**src/rtl/xcvr_mode_pkg.sv**
```systemverilog
package xcvr_mode_pkg;

    typedef enum logic [1:0] {
        MODE_SLEEP = 2'b00,
        MODE_STBY  = 2'b01,
        MODE_NORM  = 2'b10,
        MODE_THERM = 2'b11
    } mode_e;

    localparam logic TX_RECESSIVE = 1'b1;

endpackage

```
**src/rtl/xcvr_mode_fsm.sv**
```systemverilog
module xcvr_mode_fsm
    import xcvr_mode_pkg::*;
#(
    parameter int DETECT_CLKS = 3
) (
    input  logic  clk,
    input  logic  rst_n,
    input  logic  sleep_ctl_i,
    input  logic  overtemp_i,
    input  logic  bus_clk_pulse_i,
    output mode_e mode_o
);
    localparam int CW = $clog2(DETECT_CLKS + 1);
    localparam logic [CW-1:0] LAST = CW'(DETECT_CLKS - 1);

    typedef struct packed {
        mode_e         mode;
        mode_e         saved;
        logic [CW-1:0] cnt;
    } fsm_t;

    fsm_t st_d, st_q;

    always_comb begin
        st_d = st_q;
        if (overtemp_i) begin
            if (st_q.mode != MODE_THERM) begin
                st_d.saved = st_q.mode;
                st_d.mode  = MODE_THERM;
            end
        end else if (st_q.mode == MODE_THERM) begin
            st_d.mode = st_q.saved;
        end else if (!sleep_ctl_i) begin
            st_d.mode = MODE_SLEEP;
            st_d.cnt  = '0;
        end else begin
            unique case (st_q.mode)
                MODE_SLEEP: begin
                    st_d.mode = MODE_STBY;
                    st_d.cnt  = '0;
                end
                MODE_STBY: begin
                    if (bus_clk_pulse_i) begin
                        if (st_q.cnt == LAST) begin
                            st_d.mode = MODE_NORM;
                            st_d.cnt  = '0;
                        end else begin
                            st_d.cnt = st_q.cnt + 1'b1;
                        end
                    end
                end
                default: st_d.mode = st_q.mode;
            endcase
        end
    end

    always_ff @(posedge clk or negedge rst_n) begin
        if (!rst_n) begin
            st_q <= '{mode: MODE_SLEEP, saved: MODE_SLEEP, cnt: '0};
        end else begin
            st_q <= st_d;
        end
    end

    assign mode_o = st_q.mode;

    AST_SLEEP_FORCED: assert property (@(posedge clk) disable iff (!rst_n)
        (!overtemp_i && st_q.mode != MODE_THERM && !sleep_ctl_i) |=> (st_q.mode == MODE_SLEEP));
    AST_NO_SKIP: assert property (@(posedge clk) disable iff (!rst_n)
        (st_q.mode == MODE_SLEEP) |=> (st_q.mode != MODE_NORM));
    AST_THERM_PRIO: assert property (@(posedge clk) disable iff (!rst_n)
        overtemp_i |=> (st_q.mode == MODE_THERM));
    AST_THERM_RETURN: assert property (@(posedge clk) disable iff (!rst_n)
        (st_q.mode == MODE_THERM && !overtemp_i) |=> (st_q.mode == $past(st_q.saved)));
    AST_CNT_RANGE: assert property (@(posedge clk) disable iff (!rst_n)
        (st_q.cnt <= LAST));
endmodule

```
**src/rtl/xcvr_path_gate.sv**
```systemverilog
module xcvr_path_gate
    import xcvr_mode_pkg::*;
(
    input  mode_e mode_i,
    input  logic  role_slave_i,
    input  logic  sleep_ctl_i,
    input  logic  host_tx_i,
    input  logic  master_clk_i,
    input  logic  bus_rx_raw_i,
    input  logic  bus_rx_dec_i,
    input  logic  bus_clk_dec_i,
    output logic  bus_tx_o,
    output logic  bus_clk_drv_o,
    output logic  rx_o,
    output logic  clk_out_o,
    output logic  clk_out_en_o
);
    always_comb begin
        bus_tx_o      = TX_RECESSIVE;
        bus_clk_drv_o = 1'b1;
        rx_o          = 1'b1;
        unique case (mode_i)
            MODE_SLEEP: rx_o = role_slave_i ? 1'b1 : bus_rx_raw_i;
            MODE_STBY: begin
                if (!role_slave_i) bus_clk_drv_o = master_clk_i;
            end
            MODE_NORM: begin
                bus_tx_o = host_tx_i;
                rx_o     = bus_rx_dec_i;
                if (!role_slave_i) bus_clk_drv_o = master_clk_i;
            end
            MODE_THERM: rx_o = bus_rx_dec_i;
            default: rx_o = 1'b1;
        endcase
    end

    always_comb begin
        clk_out_en_o = role_slave_i;
        if (!role_slave_i)    clk_out_o = 1'b0;
        else if (sleep_ctl_i) clk_out_o = bus_clk_dec_i;
        else                  clk_out_o = bus_rx_raw_i;
    end
endmodule

```
**src/rtl/xcvr_wake_det.sv**
```systemverilog
module xcvr_wake_det
    import xcvr_mode_pkg::*;
(
    input  logic  clk,
    input  logic  rst_n,
    input  mode_e mode_i,
    input  logic  bus_rx_raw_i,
    output logic  wake_o
);
    typedef struct packed {
        logic raw;
        logic wake;
    } wk_t;

    wk_t wk_d, wk_q;

    always_comb begin
        wk_d.raw  = bus_rx_raw_i;
        wk_d.wake = (mode_i == MODE_SLEEP) && wk_q.raw && !bus_rx_raw_i;
    end

    always_ff @(posedge clk or negedge rst_n) begin
        if (!rst_n) wk_q <= '{raw: 1'b1, wake: 1'b0};
        else        wk_q <= wk_d;
    end

    assign wake_o = wk_q.wake;

    AST_WAKE_IN_SLEEP: assert property (@(posedge clk) disable iff (!rst_n)
        wake_o |-> ($past(mode_i) == MODE_SLEEP));
    AST_WAKE_ONE_CYCLE: assert property (@(posedge clk) disable iff (!rst_n)
        wake_o |=> !wake_o);
endmodule

```
**src/rtl/xcvr_mode_ctrl.sv**
```systemverilog
module xcvr_mode_ctrl
    import xcvr_mode_pkg::*;
#(
    parameter int DETECT_CLKS = 3
) (
    input  logic       clk,
    input  logic       rst_n,
    input  logic       sleep_ctl_i,
    input  logic       role_slave_i,
    input  logic       overtemp_i,
    input  logic       bus_clk_pulse_i,
    input  logic       bus_rx_raw_i,
    input  logic       bus_rx_dec_i,
    input  logic       bus_clk_dec_i,
    input  logic       host_tx_i,
    input  logic       master_clk_i,
    output logic       bus_tx_o,
    output logic       bus_clk_drv_o,
    output logic       rx_o,
    output logic       clk_out_o,
    output logic       clk_out_en_o,
    output logic       wake_o,
    output logic [1:0] mode_o
);
    mode_e mode_q;

    xcvr_mode_fsm #(.DETECT_CLKS(DETECT_CLKS)) u_fsm (
        .clk             (clk),
        .rst_n           (rst_n),
        .sleep_ctl_i     (sleep_ctl_i),
        .overtemp_i      (overtemp_i),
        .bus_clk_pulse_i (bus_clk_pulse_i),
        .mode_o          (mode_q)
    );

    xcvr_path_gate u_gate (
        .mode_i        (mode_q),
        .role_slave_i  (role_slave_i),
        .sleep_ctl_i   (sleep_ctl_i),
        .host_tx_i     (host_tx_i),
        .master_clk_i  (master_clk_i),
        .bus_rx_raw_i  (bus_rx_raw_i),
        .bus_rx_dec_i  (bus_rx_dec_i),
        .bus_clk_dec_i (bus_clk_dec_i),
        .bus_tx_o      (bus_tx_o),
        .bus_clk_drv_o (bus_clk_drv_o),
        .rx_o          (rx_o),
        .clk_out_o     (clk_out_o),
        .clk_out_en_o  (clk_out_en_o)
    );

    xcvr_wake_det u_wake (
        .clk          (clk),
        .rst_n        (rst_n),
        .mode_i       (mode_q),
        .bus_rx_raw_i (bus_rx_raw_i),
        .wake_o       (wake_o)
    );

    assign mode_o = mode_q;

    AST_TX_QUIET: assert property (@(posedge clk) disable iff (!rst_n)
        (mode_o != 2'b10) |-> bus_tx_o);
    AST_THERM_NO_CLK: assert property (@(posedge clk) disable iff (!rst_n)
        (mode_o == 2'b11) |-> bus_clk_drv_o);
endmodule

```
**config.mk**
```make
export PLATFORM = sky130hd
export DESIGN_NAME = xcvr_mode_ctrl
export DESIGN_NICKNAME = d
export VERILOG_FILES = /design/src/rtl/xcvr_mode_pkg.sv /design/src/rtl/xcvr_mode_fsm.sv /design/src/rtl/xcvr_path_gate.sv /design/src/rtl/xcvr_wake_det.sv /design/src/rtl/xcvr_mode_ctrl.sv
export SDC_FILE = /design/constraint.sdc
export NUM_CORES = 1
export LEC_CHECK = 0
export BUFFER_PORTS_ARGS = -buffer_cell sky130_fd_sc_hd__buf_2
export CAP_MARGIN = 25
export CORE_ASPECT_RATIO = 0.9
export CORE_MARGIN = 4
export CORE_UTILIZATION = 28
export CTS_BUF_LIST = sky130_fd_sc_hd__clkbuf_16
export DETAILED_ROUTE_END_ITERATION = 10
export PLACE_DENSITY = 0.5
export SETUP_SLACK_MARGIN = 0.5
export SLEW_MARGIN = 20
export SYNTH_ARGS = -nofsm -noshare
export SYNTH_HDL_FRONTEND = slang
export SYNTH_SLANG_ARGS = --single-unit
```
**constraint.sdc**
```tcl
create_clock -name clk -period 2.13 [get_ports clk]
set_clock_uncertainty 0.15 [all_clocks]
set_input_delay 0.1065 -clock clk [delete_from_list [all_inputs] [get_ports clk]]
set_output_delay 0.1065 -clock clk [all_outputs]
set_load 0.02 [all_outputs]
```
Yosys cells after proc, flatten, opt, wreduce, memory -nomap -nowiden
Cells that the tools add are included.

cells by class
  add/subtract/negate cells = 1
  equality and inequality tests = 11
  mux-type cells = 18
  bitwise gates (word level) = 2
  reduce and logical (&&, ||, !) cells = 9

operator list
  operator                                               number
  two-way mux 2 bit                                      8
  one-hot mux 2 bit (2 select lines)                     2
  AND reduction 4 bit                                    2
  equality test 2 bit, second input constant             3
  two-way mux 1 bit                                      6
  inequality test 5 x 1 -> 1 bit, second input constant  1
  inequality test 5 x 3 -> 1 bit, second input constant  1
  inequality test 5 x 4 -> 1 bit, second input constant  1
  two-way mux 4 bit                                      1
  OR reduction 2 bit                                     2
  inequality test 3 x 1 -> 1 bit, second input constant  1
  inequality test 3 bit, second input constant           1
  adder 2 x 1 -> 2 bit, second input constant            1
  equality test 2 x 1 -> 1 bit, second input constant    1
  logical AND 1 bit                                      2
  zero test 2 bit                                        1
  inequality test 2 x 1 -> 1 bit, second input constant  1
  inequality test 2 bit, second input constant           1
  NOT 1 bit                                              2
  one-hot mux 1 bit (2 select lines)                     1
  AND reduction 2 bit                                    1
  zero test 1 bit                                        1

storage, ports and cells
  register bits = 8
  output and inout port bits = 8
  input bits = 11

Longest topological paths before layout
Gate-level depths: netlist (run 1).

  word-level depth = 7
  gate-level depth with buffers = 5
  depth with buffers taken out = 5

Hierarchy
Synthesis (run 1) repeated with hierarchy kept, for this count alone.

second synthesis, totals
  cell total of the unflattened synthesis = 53
  area, all modules = 555.5 um2

modules (own cells, without submodules)
  module          seq. area each (um2)  instances  cells each  area an instance (um2)
  xcvr_mode_fsm   150.1                 1          36          375.4
  xcvr_path_gate  0.0                   1          14          113.9
  xcvr_wake_det   51.3                  1          3           66.3

Worst setup path before layout (run 1)
OpenSTA, ideal clock, no wires.

  path kind = reg2reg
  start point = register u_fsm.st_q (netlist bit u_fsm.mode_o[0])
  end point = register u_fsm.st_q (netlist bit u_fsm.mode_o[0])
  period minus slack after synthesis = 1.566 ns
  cell stages (with the launch flop) = 4
  setup time = 0.126 ns
  path slack = 0.564 ns
  arrival = 1.290 ns
  required time = 1.854 ns
  path buffers = 0
  cell sequence = dfrtp_1 > ha_1 > or2_4 > o311a_1

on the way
  cells in the longest elaborated chain, start to end = 5
  elaborated cells between the ends (all ways) = 13
  classes of those cells = 7 x eq/ne; 4 x mux; 2 x reduce/logical

ends and longest elaborated chain
  item                                                             line                 source
  from (decl)                                                      xcvr_mode_fsm.sv:22  fsm_t st_d, st_q;
  from (signal assigned)                                           xcvr_mode_fsm.sv:59  st_q <= '{mode: MODE_SLEEP, saved: MODE_SLEEP, cnt: '0};
  from (signal assigned)                                           xcvr_mode_fsm.sv:61  st_q <= st_d;
  equality test 2 x 1 -> 1 bit or zero test 2 bit (tied branches)  xcvr_mode_fsm.sv:37  unique case (st_q.mode)
  one-hot mux 2 bit (2 select lines)                               xcvr_mode_fsm.sv:37
  two-way mux 2 bit                                                xcvr_mode_fsm.sv:33  end else if (!sleep_ctl_i) begin
  two-way mux 2 bit                                                xcvr_mode_fsm.sv:31  end else if (st_q.mode == MODE_THERM) begin
  two-way mux 2 bit                                                xcvr_mode_fsm.sv:26  if (overtemp_i) begin

Several ways; a longest one is shown, not always the timed one.
A chain may end at the register's enable or synchronous reset.

Worst setup path in the final report (run 1)
  start point = register u_fsm.st_q (netlist bit u_fsm.mode_o[0])
  end point = output rx_o

on the way
  cells in the longest elaborated chain, start to end = 3
  elaborated cells between the ends (all ways) = 5
  classes of those cells = 2 x eq/ne; 1 x mux; 2 x reduce/logical

ends and longest elaborated chain
  item                                  line                  source
  equality test 2 bit                   xcvr_path_gate.sv:22  unique case (mode_i)
  OR reduction 2 bit (no source line)   --
  one-hot mux 1 bit (2 select lines) *  xcvr_path_gate.sv:22
  to (decl)                             xcvr_mode_ctrl.sv:19  output logic rx_o,

Mark *: on every way between the ends. The rest lies on a longest branch, timed or not.

==> out/qor.txt, run 1 <==
met1 Use GR: 0.1218
Slowest Stage Delay on Critical Path: 0.46 ns
total of max-cap violations: 0
Core Footprint: 1896 um2
reg2reg setup slack: 0.57 ns
Synth area leaders: dfrtp_1 (32%), ha_1 (11%), mux2_2 (6.1%)
Rows: 15
num ports: 19
Register-to-Register Path Depth: 4
Initial DRT Pass Iterations: 2
Worst EP arrival: 1.31 ns
CP endpoint kind: output pin
FF-to-FF End: u_fsm.st_q[1]
clock transition at the registers of the reported paths: 0.04 ns
Initial Utilization: 0.2931
vias in the first global route: 466
CP cell instances: inv_2 -> ha_2 -> o21ai_1 -> nand3b_1 -> buf_4
Distinct cells, synth: 27
most common cell after layout, fill and taps aside: buf_2
first-pass GRT wire length: 1.980 mm
post-DR wirelength/cell: 12.68 um
vias per inst: 4.670
CTS max path bufs: 2
Slew headroom: 0.8401
insertion delay to the later sink of the worst-skew pair: 0.23 ns
final hold vios: 0
Net count, final: 92
synthesized flop and latch total: 8
TNS Setup: 0 ns
sequential-to-total area share from yosys stat: 0.3626
met2 GRT Util: 0.1417
Yosys top cell area share: 0.3153
Mapped Cells: 53
Peak VDD IR: 0.6297 mV
Max Slew Vio Count: 0
global-route usage over all layers: 0.1057
leading area contributor after synthesis: dfrtp_1
Lkg Pwr: 0.3742 nW
Mapped Area: 555.5 um2
root buf cell: clkbuf_16
RD Place Congestion: 0.7368
Routed Antenna Nets: 0
highest-delay cell along the critical path: dfrtp_2
die area: 2762 um2
CTS Sinks: 8
sequential cell area: 203.9 um2
outcome: completed
unrepaired setup endpoints after global routing: no
Fill cells: 189
Syn Area/Cell: 10.48 um2
commonest non-fill, non-tap cells in the layout: buf_2 (17), dfrtp_1 (5)
largest net degree at the start of global routing: 9
PortBufs: 18
Die X: 54.95 um
detailed placement HPWL: 869.4 um
Via Count: 467
Area Growth Syn to Fin: 47.75%
Die H: 50.26 um
layout cells sized above 1: 0.5200
CTS tree: yes
pwr/cell area: 1387 nW/um2
DRC: 0
maximum net fanout on the critical path: 6
Hold Path Class: input pin to asynchronous set/reset pin
GR peak layer: met2
DRT Wirelength: 1.268 mm
Final Cycle Share: 0.7371
Req. time, crit path: 1.87 ns
initial antenna violation count: 0
YS warnings: 0
Multi-input gate area: 369.1 um2
GR Util met3: 0.03561
Num CTS Buffers: 3
Fmax: 0.6370 GHz
syn_nets: 69
critical path class: flop to output pin
antenna cell count: 0
total grt overflow: 0
final setup vio count: 0
FF-to-FF Start: u_fsm.mode_o[0]
Tightest Pin Transition: 0.2391 ns
Final Total Pwr: 1.138 mW
startpoint type of the worst setup path: flop
# H-tree levels: 1
final critical-path required period: 1.570 ns
DRT iter0 DRCs: 2
-- worst max-delay path by stage --
stage | from | endpoint | slack [ns] | cells past startpoint
2_1_floorplan | u_fsm.mode_o[0] | u_fsm.mode_o[0] | 0.56 | 3
3_3_place_gp | u_fsm.mode_o[0] | u_fsm.st_q[1] | 0.36 | 5
3_5_place_dp | u_fsm.mode_o[0] | u_fsm.st_q[0] | 0.38 | 5
4_1_cts | u_fsm.mode_o[1] | u_fsm.mode_o[0] | 0.49 | 5
5_1_grt | u_fsm.mode_o[1] | rx_o | 0.49 | 4
6_report | u_fsm.mode_o[0] | rx_o | 0.56 | 5
-- where the power goes --
part | internal [mW] | switching [mW] | leakage, nW
Clock | 0.245 | 0.0761 | 0.0423
Combinational | 0.271 | 0.273 | 0.237
Sequential | 0.208 | 0.0659 | 0.0945
Total | 0.723 | 0.415 | 0.374
-- worst max-delay path, delay by kind of cell, from the launching register on --
| family | cells | cell delay, ns |
|---|---|---|
| DFF | 1 | 0.46 |
| and+or+nand+nor | 1 | 0.08 |
| buffers and inverters | 2 | 0.24 |
| adders and majority gates | 1 | 0.19 |
| AOI/OAI and AO/OA | 1 | 0.11 |
-- cell families (layout without fill, tap and decap cells) --
family | count (synthesis) | in the layout | synth area share
compound gates | 11 | 11 | 0.1509
simple gates | 16 | 16 | 0.1892
mux | 6 | 6 | 0.1171
buf+inv | 7 | 29 | 0.06756
fa+ha+maj | 5 | 5 | 0.1126
flops | 8 | 8 | 0.3626
-- cell type report --
class	instances	share of cell area
Multi-Input combinational cell	38	0.4497
Inverter	4	0.02134
Tap cell	25	0.03811
Clock inverter	1	0.004573
Timing Repair Buffer	21	0.1463
Clock buffer	3	0.09146
Sequential cell	8	0.2485
-- synthesized netlist by cell type, drive strengths merged --
master	count
nor4	1
o21bai	1
and3	1
dfrtp	7
buf	3
a311oi	1
o221ai	1
nand3b	1
o32ai	1
inv	4
mux2i	2
nor2	3
nand2b	1
nor2b	2
and3b	1
a22o	1
ha	5
o21ai	3
o311a	1
dfstp	1
a221oi	1
and2b	1
nand2	4
o21a	1
or2	1
mux2	4
-- sequential cells by signal, summed over array words and instances (netlist names) --
signal         cells
u_fsm.mode_o       2
u_fsm.st_q         4
u_wake.wake_o      1
u_wake.wk_q        1
-- stage by stage --
step                      cells  hold WS [ns]    util  cell area (um2)  setup WS [ns]
final                       100        0.1102  0.4330            820.8         0.5600
after global placement       93       -0.1873  0.3452            654.4         0.3646
after CTS                   100        0.1061  0.4112            779.5         0.4879
after global routing        100        0.1320  0.4330            820.8         0.4947
after detailed placement     93       -0.1812  0.3452            654.4         0.3784
after floorplan              53       -0.3391       -            555.5         0.5638
-- routing by layer --
layer | up-vias | part of all wire
met5 | - | 0
met4 | 0 | 0.043
met3 | 4 | 0.097
met2 | 18 | 0.40
met1 | 213 | 0.46
li1 | 232 | -
-- what timing repair did --
item,in CTS,in global routing
pin swaps,0,3
hold endpoints to repair,10,0
hold buffers,2,0
setup endpoints to repair,5,4
buffers inserted,1,0
resized for setup,7,12
Note: power is estimated with default switching activity, not from simulation.
==> inputs of run 2 (changes only) <==
- ABC_AREA: not set -> 1
- PLACE_DENSITY: 0.5 -> 0.49
- clock period: 2.13 -> 1.6 ns (I/O delays scaled with it)
==> out/qor.txt, run 2 <==
outcome: completed
final setup vio count: 0 (unchanged)
Final Total Pwr: 2.235 mW (+96%)
CTS tree: yes
Syn Area/Cell: 6.868 um2 (-34%)
synthesized flop and latch total: 8 (unchanged)
Num CTS Buffers: 3 (unchanged)
Biggest register: u_fsm.st_q
clock transition at the registers of the reported paths: 0.04 ns (about the same)
Synth area leaders: dfrtp_1 (28%), nand2_1 (18%), ha_1 (10%)
final critical-path required period: 1.497 ns
most common cell after layout, fill and taps aside: nand2_1
Distinct cells, synth: 17 (-37%)
Area Growth Syn to Fin: 78.95%
PortBufs: 18 (unchanged)
die area: 3024 um2 (+9.5%)
YS warnings: 0 (unchanged)
final hold vios: 0 (unchanged)
Mapped Cells: 90 (+70%)
critical path class: flop to output pin
RD Place Congestion: 0.8095 (+9.9%)
maximum net fanout on the critical path: 4 (-2)
detailed placement HPWL: 1.170 mm (+35%)
total grt overflow: 0 (unchanged)
Initial DRT Pass Iterations: 4 (+2)
root buf cell: clkbuf_16
most numerous cell in the Yosys netlist: nand2_1
syn_nets: 106 (+54%)
Largest register FFs: 4 (unchanged)
Req. time, crit path: 1.37 ns (-0.50 ns)
reg2reg setup slack: 0.11 ns (-0.46 ns)
hold path startpoint: overtemp_i
Hold Path End: u_fsm.st_q[3]
CTS max path bufs: 2 (unchanged)
DRT iter0 DRCs: 16 (+14)
vias in the first global route: 620 (+33%)
Initial Utilization: 0.3078 (+0.01472)
post-DR wirelength/cell: 10.81 um (-15%)
Peak VDD IR: 0.9068 mV (+44%)
sequential cell area: 203.9 um2 (unchanged)
Tightest Pin Transition: 0.2135 ns (-0.02560 ns)
Final Cycle Share: 0.9357
largest net degree at the start of global routing: 9 (unchanged)
Worst EP arrival: 1.27 ns (-0.04 ns)
FF-to-FF End: u_fsm.mode_o[0]
Rows: 15 (unchanged)
initial antenna violation count: 0 (unchanged)
first-pass GRT wire length: 2.684 mm (+36%)
Routed Antenna Nets: 0 (unchanged)
leading area contributor after synthesis: dfrtp_1
DRT Wirelength: 1.589 mm (+25%)
antenna cell count: 0 (unchanged)
Fill cells: 173 (-8.5%)
CP endpoint kind: output pin
Hold Path Class: input pin to flop
Placed Cells: 129 (+39%)
worst hold margin: 0.04873 ns (-0.06151 ns)
startpoint type of the worst setup path: flop
unrepaired setup endpoints after global routing: yes
Final Util: 0.5508 (+0.1178)
Yosys top cell area share: 0.2834 (-0.03191)
global-route usage over all layers: 0.1145 (+0.008823)
FF-to-FF Start: u_fsm.mode_o[0]
insertion delay to the later sink of the worst-skew pair: 0.23 ns (about the same)
# H-tree levels: 1 (unchanged)
layout cells sized above 1: 0.5574 (+0.03738)
Slew headroom: 0.8572 (+0.01714)
prevailing post-synth register cell: dfrtp_1
Mapped Area: 618.1 um2 (+11%)
CTS Sinks: 8 (unchanged)
commonest non-fill, non-tap cells in the layout: nand2_1 (22), buf_2 (13), buf_6 (10), inv_1 (7), nand3_1 (7)
Via Count: 645 (+38%)
Register-to-Register Path Depth: 8 (+4)
Net count, final: 139 (+51%)
Die X: 57.53 um (+4.7%)
pwr/cell area: 2020 nW/um2 (+46%)
Lkg Pwr: 0.5453 nW (+46%)
sequential-to-total area share from yosys stat: 0.3259 (-0.03670)
Max Slew Vio Count: 0 (unchanged)
Die H: 52.58 um (+4.6%)
hold depth: 3
TNS Setup: 0 ns (unchanged)
Fmax: 0.6680 GHz
Core Footprint: 2008 um2 (+5.9%)
total of max-cap violations: 0 (unchanged)
Multi-input gate area: 452.9 um2 (+23%)
vias per inst: 4.388 (-6.0%)
top cells by count, synth: nand2_1 (29), inv_1 (12), nand3_1 (10), dfrtp_1 (7)
EDFF count, synth: 0 (unchanged)
DRC: 0 (unchanged)
num ports: 19 (unchanged)
Layout Cells excl Fill: 147 (+47%)
FFs w/ async S/R, synth: 1.000 (unchanged)
==> run 2: area by class of cell <==
type / instances / area share
multi-input combinational: 63 / 0.4095
timing repair buffer: 32 / 0.2376
sequential: 8 / 0.1844
inverter: 15 / 0.06900
clock buffer: 3 / 0.06787
tap: 25 / 0.02828
clock inverter: 1 / 0.003394
==> run 2: per-layer routing <==
layer  part of all wire  global-route usage  vias up  wire (um)
met5                  0                   0        -          0
met4              0.014             0.04633        0         23
met3              0.041             0.01970        2         65
met2               0.45              0.1805       11        715
met1               0.49              0.1541      286        784
li1                   -                   -      346          -
==> run 2: how the worst max path moves through the flow <==
| stage | end | from | slack (ns) |
|---|---|---|---|
| 3_3_place_gp | u_fsm.st_q[1] | u_fsm.mode_o[0] | 0.09 |
| 5_1_grt | u_fsm.mode_o[0] | u_fsm.mode_o[0] | 0.04 |
| 6_report | mode_o[0] | u_fsm.mode_o[0] | 0.10 |
| 2_1_floorplan | u_fsm.mode_o[0] | u_fsm.mode_o[1] | 0.24 |
| 4_1_cts | rx_o | u_fsm.mode_o[0] | 0.11 |
| 3_5_place_dp | u_fsm.mode_o[0] | u_fsm.mode_o[1] | 0.09 |
==> run 2: metrics by stage <==
step | instance area [um2] | setup slack (ns)
floorplan | 634.4 | 0.2392
global placement | 719.4 | 0.08673
detailed placement | 719.4 | 0.08983
CTS | 1047 | 0.1072
global route | 1106 | 0.03591
finish | 1106 | 0.1029
==> run 2: cell families (layout without fill, tap and decap cells) <==
family	Yosys count	after routing	synth area share
flops	8	8	0.3259
fa+ha+maj	5	5	0.1012
buf+inv	19	51	0.1498
simple gates	47	47	0.3219
compound gates	11	11	0.1012
==> run 2: where the power goes <==
group / switching [mW] / internal, mW / total (mW)
clock network: 0.0972 / 0.325 / 0.422
registers: 0.0892 / 0.280 / 0.369
logic: 0.709 / 0.734 / 1.44
==> run 2: critical path: stages (launching register included) <==
cell and delay, ns:
dfrtp_2 0.45, buf_4 0.16, buf_6 0.10, buf_6 0.10
buf_6 0.10, buf_6 0.12
==> run 2: repair_timing <==
action,CTS,global route
gates resized for setup,43,11
setup endpoints to repair,11,12
pin swaps,12,6
buffers inserted,9,3
endpoints found under the hold margin,10,0
hold buffers,2,0
==> inputs of run 3 (changes only) <==
- RECOVER_POWER: not set -> 50
==> out/qor.txt, run 3 (synthesis gave the netlist of run 2 again) <==
CTS max path bufs: 2 (unchanged)
Hold Path Class: input pin to flop
Die H: 52.58 um (unchanged)
Tightest Pin Transition: 0.4430 ns (+0.2295 ns)
antenna cell count: 0 (unchanged)
initial antenna violation count: 0 (unchanged)
Area Growth Syn to Fin: 77.93%
final setup vio count: 0 (unchanged)
Die X: 57.53 um (unchanged)
reg2reg setup slack: 0.11 ns (about the same)
Routed Antenna Nets: 0 (unchanged)
Multi-input gate area: 452.9 um2 (unchanged)
Slew headroom: 0.7047 (-0.1526)
Fmax: 0.6675 GHz (about the same)
Biggest register: u_fsm.st_q
final hold vios: 0 (unchanged)
CTS tree: yes
vias per inst: 4.435 (+1.1%)
Fill cells: 178 (+2.9%)
PortBufs: 18 (unchanged)
clock transition at the registers of the reported paths: 0.04 ns (about the same)
FF-to-FF End: u_fsm.mode_o[0]
fin worst setup slack: 0.1019 ns (-0.0009610 ns)
sequential cell area: 203.9 um2 (unchanged)
DRT iter0 DRCs: 16 (unchanged)
total grt overflow: 0 (unchanged)
Net count, final: 139 (unchanged)
outcome: completed
Final Cycle Share: 0.9363 (about the same)
CP endpoint kind: output pin
Largest register FFs: 4 (unchanged)
Rows: 15 (unchanged)
DRC: 0 (unchanged)
total of max-cap violations: 0 (unchanged)
die area: 3024 um2 (unchanged)
Initial DRT Pass Iterations: 4 (unchanged)
Lkg Pwr: 0.5294 nW (-2.9%)
num ports: 19 (unchanged)
vias in the first global route: 620 (unchanged)
hold path startpoint: overtemp_i
pwr/cell area: 2029 nW/um2 (+0.43%)
final critical-path required period: 1.498 ns (+0.0009610 ns)
startpoint type of the worst setup path: flop
most common cell after layout, fill and taps aside: nand2_1
unrepaired setup endpoints after global routing: yes
critical path class: flop to output pin
# H-tree levels: 1 (unchanged)
Num CTS Buffers: 3 (unchanged)
first-pass GRT wire length: 2.684 mm (unchanged)
Register-to-Register Path Depth: 8 (unchanged)
DRT Wirelength: 1.587 mm (-0.13%)
Via Count: 652 (+1.1%)
Hold Path End: u_fsm.st_q[3]
TNS Setup: 0 ns (unchanged)
Final Total Pwr: 2.231 mW (-0.14%)
Peak VDD IR: 0.8999 mV (-0.76%)
detailed placement HPWL: 1.170 mm (unchanged)
Req. time, crit path: 1.37 ns (about the same)
global-route usage over all layers: 0.1145 (unchanged)
Max Slew Vio Count: 0 (unchanged)
Worst EP arrival: 1.27 ns (about the same)
maximum net fanout on the critical path: 4 (unchanged)
commonest non-fill, non-tap cells in the layout: nand2_1 (22), buf_6 (10), buf_2 (8), inv_1 (7), nand3_1 (7)
CTS Sinks: 8 (unchanged)
Core Footprint: 2008 um2 (unchanged)
root buf cell: clkbuf_16
post-DR wirelength/cell: 10.80 um (-0.13%)
insertion delay to the later sink of the worst-skew pair: 0.23 ns (about the same)
layout cells sized above 1: 0.5164 (-0.04098)
hold depth: 3 (unchanged)
FF-to-FF Start: u_fsm.mode_o[0]
Initial Utilization: 0.3078 (unchanged)
pre-CTS setup slack: 0.08983 ns (unchanged)
RD Place Congestion: 0.8095 (unchanged)
largest net degree at the start of global routing: 9 (unchanged)
run 3: repair_timing:
action,CTS,global route
buffers inserted,9,3
pin swaps,12,6
hold buffers,2,0
gates cloned,0,0
resized for setup,43,11
endpoints found under the hold margin,10,0
endpoints found under the setup margin,11,12
run 3: layout make-up:
cell class / instances / share of cell area
inverters: 15 / 0.06940
flip-flops and latches: 8 / 0.1854
multi-input cells: 63 / 0.4118
clock inverters: 1 / 0.003413
repair buffers: 32 / 0.2332
clock buffers: 3 / 0.06826
well taps: 25 / 0.02844
run 3: worst max path at each step:
stage                    start               to  slack (ns)  depth (start not counted)
6_report       u_fsm.mode_o[0]        mode_o[0]        0.10                          5
5_1_grt        u_fsm.mode_o[0]  u_fsm.mode_o[0]        0.04                          8
4_1_cts        u_fsm.mode_o[0]             rx_o        0.11                          5
3_5_place_dp   u_fsm.mode_o[1]  u_fsm.mode_o[0]        0.09                          8
3_3_place_gp   u_fsm.mode_o[0]    u_fsm.st_q[1]        0.09                          7
2_1_floorplan  u_fsm.mode_o[1]  u_fsm.mode_o[0]        0.24                          8
run 3: through the flow:
step	hold WS [ns]	instance area, um2	utilization	instances
after global placement	-0.2177	719.4	0.3583	129
after detailed placement	-0.2165	719.4	0.3583	129
final	0.04866	1100	0.5477	147
after global routing	0.07783	1100	0.5477	147
after floorplan	-0.3656	634.4	-	90
after CTS	0.04919	1047	0.5215	144
run 3: power breakdown:
part / switching [mW] / internal (mW)
Combinational: 0.709 / 0.731
Clock: 0.0971 / 0.325
Sequential: 0.0895 / 0.280
run 3: worst max-delay path, cell delays in order (launching register included):
cell and delay [ns]:
dfrtp_2 0.45, buf_4 0.16, buf_6 0.10, buf_6 0.10, buf_6 0.10, buf_6 0.12
run 3: per-layer routing:
metal / vias up / routed length [um] / GRT usage
met5: - / 0 / 0
met4: 0 / 23 / 0.04633
met3: 2 / 81 / 0.01970
met2: 13 / 717 / 0.1805
met1: 291 / 765 / 0.1541
li1: 346 / - / -
